**config.mk**
```make
export PLATFORM = sky130hd
export DESIGN_NAME = exc_entry_ctrl
export DESIGN_NICKNAME = d
export VERILOG_FILES = /design/src/rtl/exc_entry_ctrl.sv
export SDC_FILE = /design/constraint.sdc
export NUM_CORES = 1
export LEC_CHECK = 0
export ABC_AREA = 1
export BUFFER_PORTS_ARGS = -buffer_cell sky130_fd_sc_hd__buf_2
export CAP_MARGIN = 10
export CORE_MARGIN = 3
export CORE_UTILIZATION = 40
export DETAILED_ROUTE_END_ITERATION = 6
export GPL_TIMING_DRIVEN = 0
export PLACE_DENSITY_LB_ADDON = 0.3
export SKIP_CTS_REPAIR_TIMING = 1
export SKIP_LAST_GASP = 1
export SYNTH_ARGS = -nofsm -noshare
export SYNTH_HDL_FRONTEND = slang
export SYNTH_SLANG_ARGS = --single-unit
```
**constraint.sdc**
```tcl
create_clock -name clk -period 3.1 [get_ports clk]
set_clock_uncertainty 0.2 [all_clocks]
set_input_delay 0.465 -clock clk [delete_from_list [all_inputs] [get_ports clk]]
set_output_delay 0.465 -clock clk [all_outputs]
set_load 0.05 [all_outputs]
```
**src/rtl/exc_entry_ctrl.sv**
```systemverilog
module exc_entry_ctrl #(
  parameter int XLEN = 32,
  parameter int RIDX_W = 5,
  parameter int INSN_BYTES = 4,
  parameter logic [XLEN-1:0] VEC_MMU = 'h20,
  parameter logic [XLEN-1:0] VEC_IRQ = 'h10,
  parameter logic [XLEN-1:0] VEC_HWBRK = 'h18,
  parameter int LINK_MMU = 17,
  parameter int LINK_IRQ = 14,
  parameter int LINK_HWBRK = 16
) (
  input  logic              clk,
  input  logic              rst_n,
  input  logic              req_mmu,
  input  logic              req_hwbrk,
  input  logic              req_swbrk,
  input  logic              req_irq,
  input  logic [XLEN-1:0]   pc_in,
  input  logic [XLEN-1:0]   msr_in,
  input  logic              dslot_in,
  input  logic              imm_in,
  input  logic [XLEN-1:0]   btgt_in,
  input  logic              bimm_in,
  output logic              rf_we,
  output logic [RIDX_W-1:0] rf_idx,
  output logic [XLEN-1:0]   rf_data,
  output logic              msr_we,
  output logic [XLEN-1:0]   msr_out,
  output logic              pc_we,
  output logic [XLEN-1:0]   pc_out,
  output logic              esr_ds_set,
  output logic              btr_we,
  output logic [XLEN-1:0]   btr_out,
  output logic              flags_clr
);
  localparam int B_IE  = 1;
  localparam int B_BIP = 3;
  localparam int B_EIP = 9;
  localparam int B_UM  = 11;
  localparam int B_UMS = 12;
  localparam int B_VM  = 13;
  localparam int B_VMS = 14;
  localparam logic [XLEN-1:0] STEP = XLEN'(INSN_BYTES);

  logic irq_ok, take_mmu, take_hw, take_sw, take_irq, take_any;
  logic [XLEN-1:0] msr_sv, rewind, mmu_ret;

  assign irq_ok   = req_irq & msr_in[B_IE] & ~msr_in[B_EIP] & ~msr_in[B_BIP] & ~dslot_in;
  assign take_mmu = req_mmu;
  assign take_hw  = ~req_mmu & req_hwbrk;
  assign take_sw  = ~req_mmu & ~req_hwbrk & req_swbrk;
  assign take_irq = ~req_mmu & ~req_hwbrk & ~req_swbrk & irq_ok;
  assign take_any = take_mmu | take_hw | take_sw | take_irq;

  always_comb begin
    msr_sv = msr_in;
    msr_sv[B_VMS] = msr_in[B_VM];
    msr_sv[B_UMS] = msr_in[B_UM];
    msr_sv[B_VM]  = 1'b0;
    msr_sv[B_UM]  = 1'b0;
  end

  assign rewind  = dslot_in ? (bimm_in ? STEP + STEP : STEP) : (imm_in ? STEP : '0);
  assign mmu_ret = pc_in - rewind;

  always_ff @(posedge clk) begin
    if (!rst_n) begin
      rf_we <= 1'b0; rf_idx <= '0; rf_data <= '0;
      msr_we <= 1'b0; msr_out <= '0;
      pc_we <= 1'b0; pc_out <= '0;
      esr_ds_set <= 1'b0; btr_we <= 1'b0; btr_out <= '0;
      flags_clr <= 1'b0;
    end else begin
      rf_we <= 1'b0; msr_we <= take_any; pc_we <= take_any;
      esr_ds_set <= 1'b0; btr_we <= 1'b0; flags_clr <= 1'b0;
      if (take_mmu) begin
        rf_we <= 1'b1;
        rf_idx <= RIDX_W'(LINK_MMU);
        rf_data <= mmu_ret;
        msr_out <= msr_sv | (XLEN'(1) << B_EIP);
        pc_out <= VEC_MMU;
        esr_ds_set <= dslot_in;
        btr_we <= dslot_in;
        if (dslot_in) btr_out <= btgt_in;
        flags_clr <= 1'b1;
      end else if (take_hw) begin
        rf_we <= 1'b1;
        rf_idx <= RIDX_W'(LINK_HWBRK);
        rf_data <= pc_in;
        msr_out <= msr_sv | (XLEN'(1) << B_BIP);
        pc_out <= VEC_HWBRK;
      end else if (take_sw) begin
        msr_out <= msr_sv | (XLEN'(1) << B_BIP);
        pc_out <= btgt_in;
      end else if (take_irq) begin
        rf_we <= 1'b1;
        rf_idx <= RIDX_W'(LINK_IRQ);
        rf_data <= pc_in;
        msr_out <= msr_sv & ~(XLEN'(1) << B_IE);
        pc_out <= VEC_IRQ;
      end
    end
  end
endmodule

```
# Word-level counts from Yosys, hierarchy flattened
# Cells that the tools add are included.
[totals]
input_bits = 105
register_bits = 133
wordCells = 68
out_inout_bits = 139
[op_classes]
n_addsub = 1
n_mux = 24
reduce_logical = 10
n_eq_ne = 1
bitwise_logic = 20
[ops]
columns = ["op", "count"]
rows = [
  ["$mux W32", 10],
  ["$sub A32 B4 Y32", 1],
  ["$mux W5", 4],
  ["$mux W6", 2],
  ["$and A1 B1 Y1", 9],
  ["$mux W4", 2],
  ["$not A1 Y1", 8],
  ["$reduce_and A2 Y1", 4],
  ["$reduce_bool A3 Y1", 2],
  ["$mux W1", 5],
  ["$reduce_bool A4 Y1", 1],
  ["$mux W3", 1],
  ["$ne A3 B3 Y1 const B", 1],
  ["$or A1 B1 Y1", 3],
  ["$reduce_or A3 Y1", 1],
  ["$reduce_bool A2 Y1", 1],
  ["$reduce_or A2 Y1", 1],
]

# Logic depth before layout (Yosys ltp)
[logic_depth]
depth_word = 9
mapped_depth = 15
mapped_depth_nobuf = 15

# Least setup slack after synthesis
# OpenSTA, ideal clock, no wires.
[synth_path]
path_kind = "input -> register"
startpoint = "in dslot_in"
endpoint = "reg rf_data[22]"
t_required_ns = 2.790
path_stages = 14
arrival_time_ns = 1.826
path_slack_ns = 0.964
cell_sequence = "nand2_1 > inv_1 > nor2_1 > ha_1 > fa_1 > nand2_2 > inv_2 > nand3_2 > nor2_4 > buf_6 > nand3_1 > nand3_1 > nand3_1 > inv_1"
[synth_between]
elab_chain_len = 5
elab_cells_between_ends = 8
[synth_rtl]
columns = ["element", "line", "rtl"]
rows = [
  ["from (decl)", "20", "input logic dslot_in,"],
  ["parallel branches: the longest is 5 deep, another holds $sub A32 B4 Y32", "-", ""],
  ["to (signal assigned)", "79", "rf_data <= mmu_ret;"],
  ["to (signal assigned)", "89", "rf_data <= pc_in;"],
  ["to (signal assigned)", "98", "rf_data <= pc_in;"],
  ["to (decl)", "26", "output logic [XLEN-1:0] rf_data,"],
]
# Parallel ways; which one is timed is not known.
# A chain may end at the register's enable or synchronous reset.

# Final worst setup path
[layout_path]
startpoint = "in dslot_in"
endpoint = "reg rf_data[26]"
# Same word-level chain as after synthesis.

==> flow_summary.json <==
{
  "status": "finished, final reports clean",
  "yosysTopAreaCellShare_pct": 46.60,
  "power_frac_clock_pct": 44.2,
  "synth.most_common_cell": "nor2_1",
  "drt-initial-drc-count": 280,
  "ys_types": 35,
  "drt_first_pass_iters": 5,
  "syn_to_final_growth_pct": 36.11,
  "synth_area_leaders": "dfxtp_1, nor2_1, nand2_1, o21ai_0, a21oi_1",
  "intPower_w": 0.003378,
  "crit_fanout": 10,
  "clk_pin_slew_ps": 60,
  "fp-row-count": 43,
  "tightest_slew_ps": 585.1,
  "drtAntennaViolNets": 0,
  "root_buffer": "clkbuf_16",
  "wl_met1_mm": 7.392,
  "ys_seq_area_share_pct": 46.60,
  "setup_tns_ps": 0,
  "synth_area_sq_mm": 0.005714,
  "syn_avg_cell_area_sq_um": 7.107,
  "fmax_mhz": 484.0,
  "die-area_sq_mm": 0.01576,
  "synth-seq-cells": 133,
  "h-tree-depth": 4,
  "slew_headroom_pct": 60.99,
  "power_frac_seq_pct": 38.4,
  "vias": 5974,
  "combPwrFrac_pct": 17.4,
  "netlist_instances": 804,
  "dp_hpwl_mm": 13.69,
  "crit_path_start_kind": "primary input",
  "cp_data_required_time_ps": 3220,
  "grt_max_degree": 17,
  "rsz0062_at_grt": "no",
  "switching_power_w": 0.001454,
  "clk_latency_ps": 420,
  "clock_path_buffers": 2,
  "final_nets": 1171,
  "grt_pass1_wl_mm": 28.53,
  "r2r_slack_ps": 2170,
  "drv_slew": 0,
  "crit_type": "primary input to flop",
  "ys_warn_count": 0,
  "highest_layer": "met5",
  "drc": 0,
  "first_global_vias": 5712,
  "clock-sinks": 133,
  "holdCritPathClass": "primary input to flop",
  "synthTopCellsByCount": "nor2_1, nand2_1, dfxtp_1, o21ai_0, inv_1",
  "cap_violations": 0,
  "slowest_stage": "fa_1",
  "cp_slowest_stage_delay_ps": 380,
  "cp-end-kind": "flop",
  "cts_tree": "yes",
  "arrival_ps": 2190,
  "grt-ovfl-total": 0,
  "setup_viol": 0,
  "post_drt_wl_per_cell_um": 14.28,
  "path_buf_inv": 5,
  "routed_wl_mm": 17.98,
  "fin_util_pct": 55.81,
  "powerDensity_mw_per_mm2": 621.3,
  "met2RoutedLength_mm": 8.653,
  "p_leak_nw": 3.938,
  "fp.dieH_um": 125.5,
  "antenna_found_initial": 6,
  "crit_chain": "buf_2 > nand2_1 > inv_1 > nor2_1 > ha_1 > fa_1 > nand2_2 > inv_2 > nand3_2 > nor2_4 > buf_6 > nand4_1 > nand3_1 > nand2_1 > inv_1",
  "rr_worst_depth": 6,
  "io_pins": 244,
  "cts_made_buffers": 17,
  "hold_viol": 0,
  "gp_congestion": 0.9218,
  "path_delay_family": "simple AND/OR/NAND/NOR gates",
  "crit_cells": 15,
  "port_buffers": 239,
  "grt_usage_pct": 22.72,
  "synth_edf_count": 0,
  "n_fill_cell": 1393,
  "min_period_ps": 2066,
  "met3_wirelength_mm": 1.406,
  "die_w_um": 125.5,
  "synth_top_area_cell": "dfxtp_1",
  "viasPerCell": 4.745,
  "final_min_period_over_clock_period_pct": 66.65,
  "drive_gt1_share_pct": 29.77,
  "synthFlopType": "dfxtp_1",
  "switching_share_pct": 30.08,
  "peakVddDrop_uv": 403.7,
  "core_region_area_sq_mm": 0.01393,
  "synthArstFlopShare_pct": 0,
  "start_util_pct": 41.01,
  "worstHoldPathCells": 3
}
==> cells in the final DEF, fill, tap and decap left out, drive strengths merged <==
master    instances
a21boi            1
a21oi            54
and2              1
buf             271
bufinv            4
clkbuf           31
clkinv            6
clkinvlp          2
conb              2
dfxtp           133
diode             4
fa                1
ha                2
inv              70
nand2           150
nand3            27
nand3b            1
nand4             8
nor2            202
nor3              3
o21ai            91
o21bai            1
o31ai             1
xnor2             2
xor2             11
==> registers in the layout (all words and copies together) (netlist names) <==
register / count
btr_we: 1
rf_we: 1
flags_clr: 1
rf_data: 32
btr_out: 32
pc_out: 32
msr_out: 30
pc_we: 1
rf_idx: 3
==> metal layers <==
layer	vias to the layer above	track usage, %
met4	4	10.08
met1	2671	26.79
li1	3055	-
met2	207	38.67
met3	37	6.109
met5	-	0
==> metrics by stage <==
step	std cells	setup WS, ps	power [W]	cell area [sq um]	hold WS, ps
3_3_place_gp	1224	596.9	0.002725	7139	245.4
4_1_cts	1255	1044	0.004883	7767	82.78
5_1_grt	1259	866.8	0.005039	7777	95.80
2_1_floorplan	805	963.9	0.002468	5718	404.2
6_report	1259	1034	0.004832	7777	101.1
3_5_place_dp	1224	600.4	0.002731	7139	249.2
==> kinds of logic (layout without fill, tap and decap cells) <==
kind of cell	Yosys count	count (layout)	share of synthesized area [%]
and+or+nand+nor	392	392	28.47
AOI/OAI and AO/OA	148	148	13.09
DFF	133	133	46.60
buffers and inverters	114	384	8.999
xor gates and xnor gates	13	13	1.993
adders and majority gates	3	3	0.7882
other	1	6	0.06563
==> worst register-to-register path, delay by kind of cell, from the launching register on <==
kind	cells	cell delay (ps)
simple gates	2	110
flops	1	330
compound gates	1	60
buf+inv	3	150
==> power by group through the flow <==
stage / Sequential [W] / Clock, W / Combinational (W)
floorplan: 0.00222 / 0 / 0.000250
detailed placement: 0.00189 / 0 / 0.000841
global route: 0.00186 / 0.00226 / 0.000909
finish: 0.00185 / 0.00214 / 0.000840
global placement: 0.00189 / 0 / 0.000837
CTS: 0.00185 / 0.00218 / 0.000845
==> path summary, 6_finish.rpt <==
check                             endpoint                     start
hold reg to reg    pc_out[11]$_SDFFE_PP0P_   pc_out[11]$_SDFFE_PP0P_
setup reg to reg  rf_data[14]$_SDFFE_PN0P_  rf_data[14]$_SDFFE_PN0P_
setup / recovery  rf_data[26]$_SDFFE_PN0P_                  dslot_in
hold / removal     rf_data[0]$_SDFFE_PN0P_                  pc_in[0]
==> layout make-up <==
class | instances | area [sq um] | area share (%)
Antenna cell | 4 | 10.01 | 0.1287
Buffer | 45 | 254.0 | 3.266
Clock buffer | 18 | 429.2 | 5.518
Clock inverter | 13 | 198.9 | 2.558
Inverter | 69 | 260.3 | 3.346
Multi-Input combinational cell | 558 | 2541 | 32.67
Sequential cell | 133 | 2663 | 34.23
Tap cell | 180 | 225.2 | 2.896
Timing Repair Buffer | 239 | 1196 | 15.38
Note: power is estimated with default switching activity, not from simulation.
